[src/rtl/udc_pkg.sv]
package udc_pkg;

  localparam int UDC_STD_HDR_LEN = 4;

  typedef enum logic [1:0] {
    FLD_XHDR = 2'd0,
    FLD_HDR  = 2'd1,
    FLD_HEC  = 2'd2,
    FLD_PAY  = 2'd3
  } udc_field_e;

  // Effective extra-header length: larger requests saturate at the maximum.
  function automatic int clamp_len(input int raw, input int max_len);
    return (raw > max_len) ? max_len : raw;
  endfunction

  // Bytes in one cell for a given extra-header length and HEC setting.
  function automatic int cell_len(input int xlen, input bit hec, input int pay_len);
    return xlen + UDC_STD_HDR_LEN + (hec ? 1 : 0) + pay_len;
  endfunction

endpackage

[src/rtl/udc_pos_counter.sv]
module udc_pos_counter #(
  parameter int POS_W = 7
) (
  input  logic             clk,
  input  logic             rst_n,
  input  logic             in_valid,
  input  logic             in_sop,
  input  logic [POS_W-1:0] cell_len,
  output logic             byte_take,
  output logic             cell_start,
  output logic             cell_last,
  output logic             abort_det,
  output logic [POS_W-1:0] cur_pos
);

  logic             active_q;
  logic [POS_W-1:0] pos_q;

  assign cell_start = in_valid & in_sop;
  assign abort_det  = cell_start & active_q;
  assign byte_take  = in_valid & (in_sop | active_q);
  assign cur_pos    = in_sop ? '0 : pos_q;
  assign cell_last  = byte_take & (cur_pos == (cell_len - POS_W'(1)));

  always_ff @(posedge clk) begin
    if (!rst_n) begin
      active_q <= 1'b0;
      pos_q    <= '0;
    end else if (byte_take) begin
      if (cell_last) begin
        active_q <= 1'b0;
        pos_q    <= '0;
      end else begin
        active_q <= 1'b1;
        pos_q    <= cur_pos + POS_W'(1);
      end
    end
  end

endmodule

[src/rtl/udc_field_decode.sv]
module udc_field_decode
  import udc_pkg::*;
#(
  parameter int POS_W = 7
) (
  input  logic             [POS_W-1:0] cur_pos,
  input  logic             [POS_W-1:0] xlen,
  input  logic                         hec_en,
  output udc_field_e                   fld,
  output logic             [POS_W-1:0] idx
);

  logic [POS_W-1:0] hdr_end;
  logic [POS_W-1:0] pay_base;

  assign hdr_end  = xlen + POS_W'(UDC_STD_HDR_LEN);
  assign pay_base = hdr_end + POS_W'(hec_en);

  always_comb begin
    if (cur_pos < xlen) begin
      fld = FLD_XHDR;
      idx = cur_pos;
    end else if (cur_pos < hdr_end) begin
      fld = FLD_HDR;
      idx = cur_pos - xlen;
    end else if (hec_en && (cur_pos == hdr_end)) begin
      fld = FLD_HEC;
      idx = '0;
    end else begin
      fld = FLD_PAY;
      idx = cur_pos - pay_base;
    end
  end

endmodule

[src/rtl/udc_hdr_capture.sv]
module udc_hdr_capture
  import udc_pkg::*;
#(
  parameter int MAX_XHDR = 12,
  parameter int POS_W    = 7
) (
  input  logic                     clk,
  input  logic                     rst_n,
  input  logic                     byte_take,
  input  logic                     cell_start,
  input  udc_field_e               fld,
  input  logic [POS_W-1:0]         idx,
  input  logic [7:0]               in_data,
  input  logic                     hec_en,
  output logic [MAX_XHDR*8-1:0]    xhdr_out,
  output logic [UDC_STD_HDR_LEN*8-1:0] hdr_out,
  output logic [7:0]               hec_out,
  output logic                     hec_present,
  output logic                     hdr_valid,
  output logic                     hdr_done
);

  localparam int HDR_W = UDC_STD_HDR_LEN * 8;

  logic       hec_q;
  logic [7:0] hec_byte_q;
  logic       hdr_valid_q;

  assign hdr_done = byte_take &
                    (((fld == FLD_HDR) && (idx == POS_W'(UDC_STD_HDR_LEN - 1)) && !hec_en) ||
                     (fld == FLD_HEC));

  // One register per extra-header byte, cleared at every cell start.
  for (genvar i = 0; i < MAX_XHDR; i++) begin : g_xbyte
    logic [7:0] b_q;
    always_ff @(posedge clk) begin
      if (!rst_n) begin
        b_q <= '0;
      end else if (byte_take && (fld == FLD_XHDR) && (idx == POS_W'(i))) begin
        b_q <= in_data;
      end else if (cell_start) begin
        b_q <= '0;
      end
    end
    assign xhdr_out[i*8 +: 8] = b_q;
  end

  // Standard header, first received byte in the top octet.
  for (genvar k = 0; k < UDC_STD_HDR_LEN; k++) begin : g_hbyte
    logic [7:0] b_q;
    always_ff @(posedge clk) begin
      if (!rst_n) begin
        b_q <= '0;
      end else if (byte_take && (fld == FLD_HDR) && (idx == POS_W'(k))) begin
        b_q <= in_data;
      end
    end
    assign hdr_out[HDR_W-1-8*k -: 8] = b_q;
  end

  always_ff @(posedge clk) begin
    if (!rst_n) begin
      hec_byte_q  <= '0;
      hec_q       <= 1'b0;
      hdr_valid_q <= 1'b0;
    end else begin
      hdr_valid_q <= hdr_done;
      if (byte_take && (fld == FLD_HEC)) begin
        hec_byte_q <= in_data;
      end else if (cell_start) begin
        hec_byte_q <= '0;
      end
      if (hdr_done) begin
        hec_q <= hec_en;
      end
    end
  end

  assign hec_out     = hec_byte_q;
  assign hec_present = hec_q;
  assign hdr_valid   = hdr_valid_q;

endmodule

[src/rtl/udc_payload_out.sv]
module udc_payload_out
  import udc_pkg::*;
#(
  parameter int POS_W       = 7,
  parameter int PAYLOAD_LEN = 48
) (
  input  logic             clk,
  input  logic             rst_n,
  input  logic             byte_take,
  input  udc_field_e       fld,
  input  logic [POS_W-1:0] idx,
  input  logic [7:0]       in_data,
  output logic             pl_valid,
  output logic [7:0]       pl_data,
  output logic             pl_sop,
  output logic             pl_eop
);

  logic pay_take;

  assign pay_take = byte_take & (fld == FLD_PAY);

  always_ff @(posedge clk) begin
    if (!rst_n) begin
      pl_valid <= 1'b0;
      pl_data  <= '0;
      pl_sop   <= 1'b0;
      pl_eop   <= 1'b0;
    end else begin
      pl_valid <= pay_take;
      pl_sop   <= pay_take && (idx == '0);
      pl_eop   <= pay_take && (idx == POS_W'(PAYLOAD_LEN - 1));
      if (pay_take) begin
        pl_data <= in_data;
      end
    end
  end

endmodule

[src/rtl/udc_cell_parser.sv]
module udc_cell_parser
  import udc_pkg::*;
#(
  parameter int MAX_XHDR    = 12,
  parameter int PAYLOAD_LEN = 48,
  localparam int XCFG_W     = $clog2(MAX_XHDR + 1),
  localparam int MAX_CELL   = MAX_XHDR + UDC_STD_HDR_LEN + 1 + PAYLOAD_LEN,
  localparam int POS_W      = $clog2(MAX_CELL + 1),
  localparam int XHDR_W     = MAX_XHDR * 8,
  localparam int HDR_W      = UDC_STD_HDR_LEN * 8
) (
  input  logic              clk,
  input  logic              rst_n,
  input  logic [XCFG_W-1:0] cfg_xhdr_len,
  input  logic              cfg_hec_en,
  input  logic              in_valid,
  input  logic              in_sop,
  input  logic [7:0]        in_data,
  output logic [XHDR_W-1:0] xhdr_out,
  output logic [HDR_W-1:0]  hdr_out,
  output logic [7:0]        hec_out,
  output logic              hec_present,
  output logic              hdr_valid,
  output logic              pl_valid,
  output logic [7:0]        pl_data,
  output logic              pl_sop,
  output logic              pl_eop,
  output logic              abort_err
);

  // Named internal events, visible to the bound checker.
  logic             byte_take;
  logic             cell_start;
  logic             cell_last;
  logic             abort_det;
  logic             hdr_done;
  logic [POS_W-1:0] cur_pos;
  logic [POS_W-1:0] xlen_eff;
  logic [POS_W-1:0] cell_len_w;
  udc_field_e       fld;
  logic [POS_W-1:0] idx;
  logic             abort_q;

  assign xlen_eff   = POS_W'(clamp_len(int'(cfg_xhdr_len), MAX_XHDR));
  assign cell_len_w = POS_W'(cell_len(int'(xlen_eff), cfg_hec_en, PAYLOAD_LEN));

  udc_pos_counter #(.POS_W(POS_W)) u_pos (
    .clk        (clk),
    .rst_n      (rst_n),
    .in_valid   (in_valid),
    .in_sop     (in_sop),
    .cell_len   (cell_len_w),
    .byte_take  (byte_take),
    .cell_start (cell_start),
    .cell_last  (cell_last),
    .abort_det  (abort_det),
    .cur_pos    (cur_pos)
  );

  udc_field_decode #(.POS_W(POS_W)) u_dec (
    .cur_pos (cur_pos),
    .xlen    (xlen_eff),
    .hec_en  (cfg_hec_en),
    .fld     (fld),
    .idx     (idx)
  );

  udc_hdr_capture #(.MAX_XHDR(MAX_XHDR), .POS_W(POS_W)) u_hdr (
    .clk         (clk),
    .rst_n       (rst_n),
    .byte_take   (byte_take),
    .cell_start  (cell_start),
    .fld         (fld),
    .idx         (idx),
    .in_data     (in_data),
    .hec_en      (cfg_hec_en),
    .xhdr_out    (xhdr_out),
    .hdr_out     (hdr_out),
    .hec_out     (hec_out),
    .hec_present (hec_present),
    .hdr_valid   (hdr_valid),
    .hdr_done    (hdr_done)
  );

  udc_payload_out #(.POS_W(POS_W), .PAYLOAD_LEN(PAYLOAD_LEN)) u_pay (
    .clk       (clk),
    .rst_n     (rst_n),
    .byte_take (byte_take),
    .fld       (fld),
    .idx       (idx),
    .in_data   (in_data),
    .pl_valid  (pl_valid),
    .pl_data   (pl_data),
    .pl_sop    (pl_sop),
    .pl_eop    (pl_eop)
  );

  always_ff @(posedge clk) begin
    if (!rst_n) abort_q <= 1'b0;
    else        abort_q <= abort_det;
  end

  assign abort_err = abort_q;

endmodule

[config.mk]
export PLATFORM = sky130hd
export DESIGN_NAME = udc_cell_parser
export DESIGN_NICKNAME = d
export VERILOG_FILES = /design/src/rtl/udc_pkg.sv /design/src/rtl/udc_pos_counter.sv /design/src/rtl/udc_field_decode.sv /design/src/rtl/udc_hdr_capture.sv /design/src/rtl/udc_payload_out.sv /design/src/rtl/udc_cell_parser.sv
export SDC_FILE = /design/constraint.sdc
export NUM_CORES = 1
export LEC_CHECK = 0
export BUFFER_PORTS_ARGS = -buffer_cell sky130_fd_sc_hd__buf_2
export CAP_MARGIN = 20
export CORE_ASPECT_RATIO = 0.5
export CORE_MARGIN = 2
export CORE_UTILIZATION = 53
export CTS_BUF_LIST = sky130_fd_sc_hd__clkbuf_16
export DETAILED_ROUTE_END_ITERATION = 6
export PLACE_DENSITY = 0.79
export SYNTH_ARGS = -nofsm -noshare
export SYNTH_HDL_FRONTEND = slang
export SYNTH_SLANG_ARGS = --single-unit
[constraint.sdc]
create_clock -name clk -period 7.1 [get_ports clk]
set_input_delay 0.355 -clock clk [delete_from_list [all_inputs] [get_ports clk]]
set_output_delay 0.355 -clock clk [all_outputs]
set_load 0.02 [all_outputs]
==> results.json <==
{
  "status": "finished, final reports clean",
  "area_delta_synth_final_pct": 21.7,
  "async_flop_share_pct": 0,
  "finClkSkew_ns": 0.00852,
  "yosysUniqueCellTypes": 63,
  "ff_latch_area_um2": 3160,
  "rsz0062_at_grt": "no",
  "cts_buffers": 17,
  "worstSetupPathType": "register to register",
  "hold_depth": 3,
  "grt_util_all_layers_pct": 27.3,
  "period_needed_ns": 4.01,
  "routedWlPerCell_um": 18.1,
  "synth_top_cell_by_area": "dfxtp_1",
  "hold_viol_final": 0,
  "dr.first_iter.drc_count": 533,
  "post-route-period-util_pct": 56.4,
  "tightest_slew_ns": 0.973,
  "num_vias": 5916,
  "cts.sinks": 158,
  "synth_area_per_cell_um2": 9.62,
  "start_kind": "register",
  "synth_most_common_cell": "nand2_1",
  "detail-route-antenna-nets": 0,
  "tritoncts": "done",
  "gr-total-overflow": 0,
  "grt_max_degree": 97,
  "vias_per_cell": 5.56,
  "maxCapViolations": 0,
  "yosys-top-cells-count": "162 x nand2_1, 158 x dfxtp_1, 136 x mux2i_1, 28 x clkbuf_1, 25 x nor2_1",
  "synth_nets": 769,
  "drt-total-wl_um": 19300,
  "syn_area_um2": 7030,
  "arrival_ns": 4.31,
  "reg2reg_depth": 9,
  "synth_area_leaders": "dfxtp_1 45%, mux2i_1 19%, nand2_1 8.6%, ha_1 3.2%, a21oi_1 1.6%",
  "slew_violations": 0,
  "end_kind": "register",
  "path_delay_family": "simple AND/OR/NAND/NOR gates",
  "tns_ns": 0,
  "critPathMaxFanout": 10,
  "worstPathCellList": "nor2b_1, inv_1, ha_1, nand2_1, a211oi_1, nor3_1, nor4_2, nand4_1, o221a_2",
  "min_to": "u_hdr.hec_out[2]",
  "die_area_um2": 14300,
  "drive_above_1_share_pct": 25.5,
  "r2r-start": "u_pos.pos_q[3]",
  "drc": 0,
  "clkTransAtPathRegs_ns": 0.07,
  "synth_top_area_share_pct": 45.0,
  "grt_antenna_before_repair": 0,
  "min_path_type": "input port to register",
  "fin_hold_ws_ns": 0.202,
  "crit_buf_inv": 1,
  "peakVddDrop_mv": 0.159,
  "grt_pass1_vias": 5596,
  "gp_congestion": 0.917,
  "rr_endpoint": "u_hdr.hec_present",
  "leakage_uw": 0.00437,
  "dieWidth_um": 167,
  "ios": 167,
  "max_stage_delay_ns": 0.64,
  "hp-start": "in_data[2]",
  "root_buffer": "clkbuf_16",
  "crit_slowest_cell": "nand4_1",
  "antennaDiodeCount": 0,
  "setup_viol": 0,
  "fmax_mhz": 250,
  "num_rows": 29,
  "synth_flop_cell": "dfxtp_1",
  "fillCellCount": 1053,
  "netlist_instances": 731,
  "hpwl_um": 13800,
  "worstSkewPairLatency_ns": 0.42,
  "first_pass_iters": 6,
  "die_y_um": 85.5,
  "cts_buffer_depth": 2,
  "hold_buffers": 0,
  "worst_ep_required_time_ns": 7.41,
  "multi_input_area_um2": 3650,
  "coreArea_um2": 12800,
  "htree_levels": 4,
  "r2r_setup_slack_ns": 3.09,
  "slew_headroom_pct": 35.1,
  "fin_nets": 919,
  "yosys_warnings": 0,
  "ys_seq_elements": 158,
  "seq_area_frac_synth_pct": 45.0,
  "post_cts_buffers": 0,
  "ctsResizeCount": 0,
  "initial_utilization_pct": 54.9,
  "synth-edff-count": 0,
  "grt_pass1_wl_um": 30600,
  "final_core_util_pct": 66.8,
  "powerDensity_nw_per_um2": 231,
  "io_buffers": 166
}
through the flow:
stage / area [µm²] / cells / setup slack, ns / total power [µW]
detailed placement: 7950 / 1032 / 2.83 / 1070
floorplan: 7030 / 731 / 3.79 / 1020
global route: 8560 / 1064 / 2.75 / 2040
finish: 8560 / 1064 / 3.09 / 1980
CTS: 8560 / 1064 / 3.11 / 1990
global placement: 7950 / 1032 / 3.02 / 1060
cell families after synthesis:
kind of cell,after synthesis,share of synthesized area [%]
and+or+nand+nor,271,18.9
DFF,158,45.0
buffers and inverters,56,3.25
muxes,136,19.4
adders and majority gates,21,4.06
xor gates and xnor gates,13,1.62
AOI/OAI and AO/OA,76,7.84
final cells by class:
class,instances,area share (%)
multi-input combinational,517,42.7
timing repair buffer,169,9.97
clock inverter,15,2.16
tap,170,2.48
clock buffer,17,4.97
sequential,158,36.9
inverter,18,0.789
where the power goes:
group	internal, µW	switching [µW]	leakage, µW	total (µW)
registers	891	3.19	0.00127	894
clock network	508	425	0.000299	932
logic	46.1	108	0.00279	154
layer usage:
layer  up-vias  part of all wire, %  wire, µm  GRT usage [%]
met4         0                  1.0       193           6.90
li1       2835                    -         -              -
met3        21                  6.7      1290           7.04
met2       178                   45      8740           43.5
met5         -                    0         0              0
met1      2882                   47      9060           37.3
worst reg2reg max path, cell delays in order, from the launching register on:
cell and delay, ns:
dfxtp_1 0.39, nor2b_1 0.63, inv_1 0.19, ha_1 0.35, nand2_1 0.10, a211oi_1 0.40, nor3_1 0.16, nor4_2 0.56
nand4_1 0.64, o221a_2 0.47
cell usage in the layout (no fill, tap or decap), types with 7 or more instances in the layout:
master	n
nand3_1	16
nand2_1	162
mux2i_1	136
o21ai_0	8
buf_2	166
nor3_1	8
nor2_1	25
ha_1	18
dfxtp_1	158
clkbuf_16	17
nor2b_1	7
nand2b_1	10
inv_1	17
xnor2_1	8
a21oi_1	22
flip-flops by register name, summed over array words and instances, names as in the netlist, 7 cells and up:
signal	count
u_hdr.hec_out	8
u_hdr.g_hbyte.b_q	32
u_pos.pos_q	7
u_pay.pl_data	8
u_hdr.g_xbyte.b_q	96
worst max path at each step:
| stage | start | to | slack, ns | depth (start not counted) |
|---|---|---|---|---|
| floorplan | cfg_xhdr_len[2] | u_hdr.hec_present | 3.79 | 14 |
| global placement | cfg_xhdr_len[2] | u_hdr.hec_present | 3.02 | 12 |
| detailed placement | cfg_xhdr_len[2] | u_hdr.hec_present | 2.83 | 12 |
| CTS | u_pos.pos_q[1] | u_hdr.hec_present | 3.11 | 8 |
| global route | u_pos.pos_q[3] | u_hdr.hec_present | 2.75 | 9 |
| finish | u_pos.pos_q[3] | u_hdr.hec_present | 3.09 | 9 |
Power figures use the tool's default switching activity.
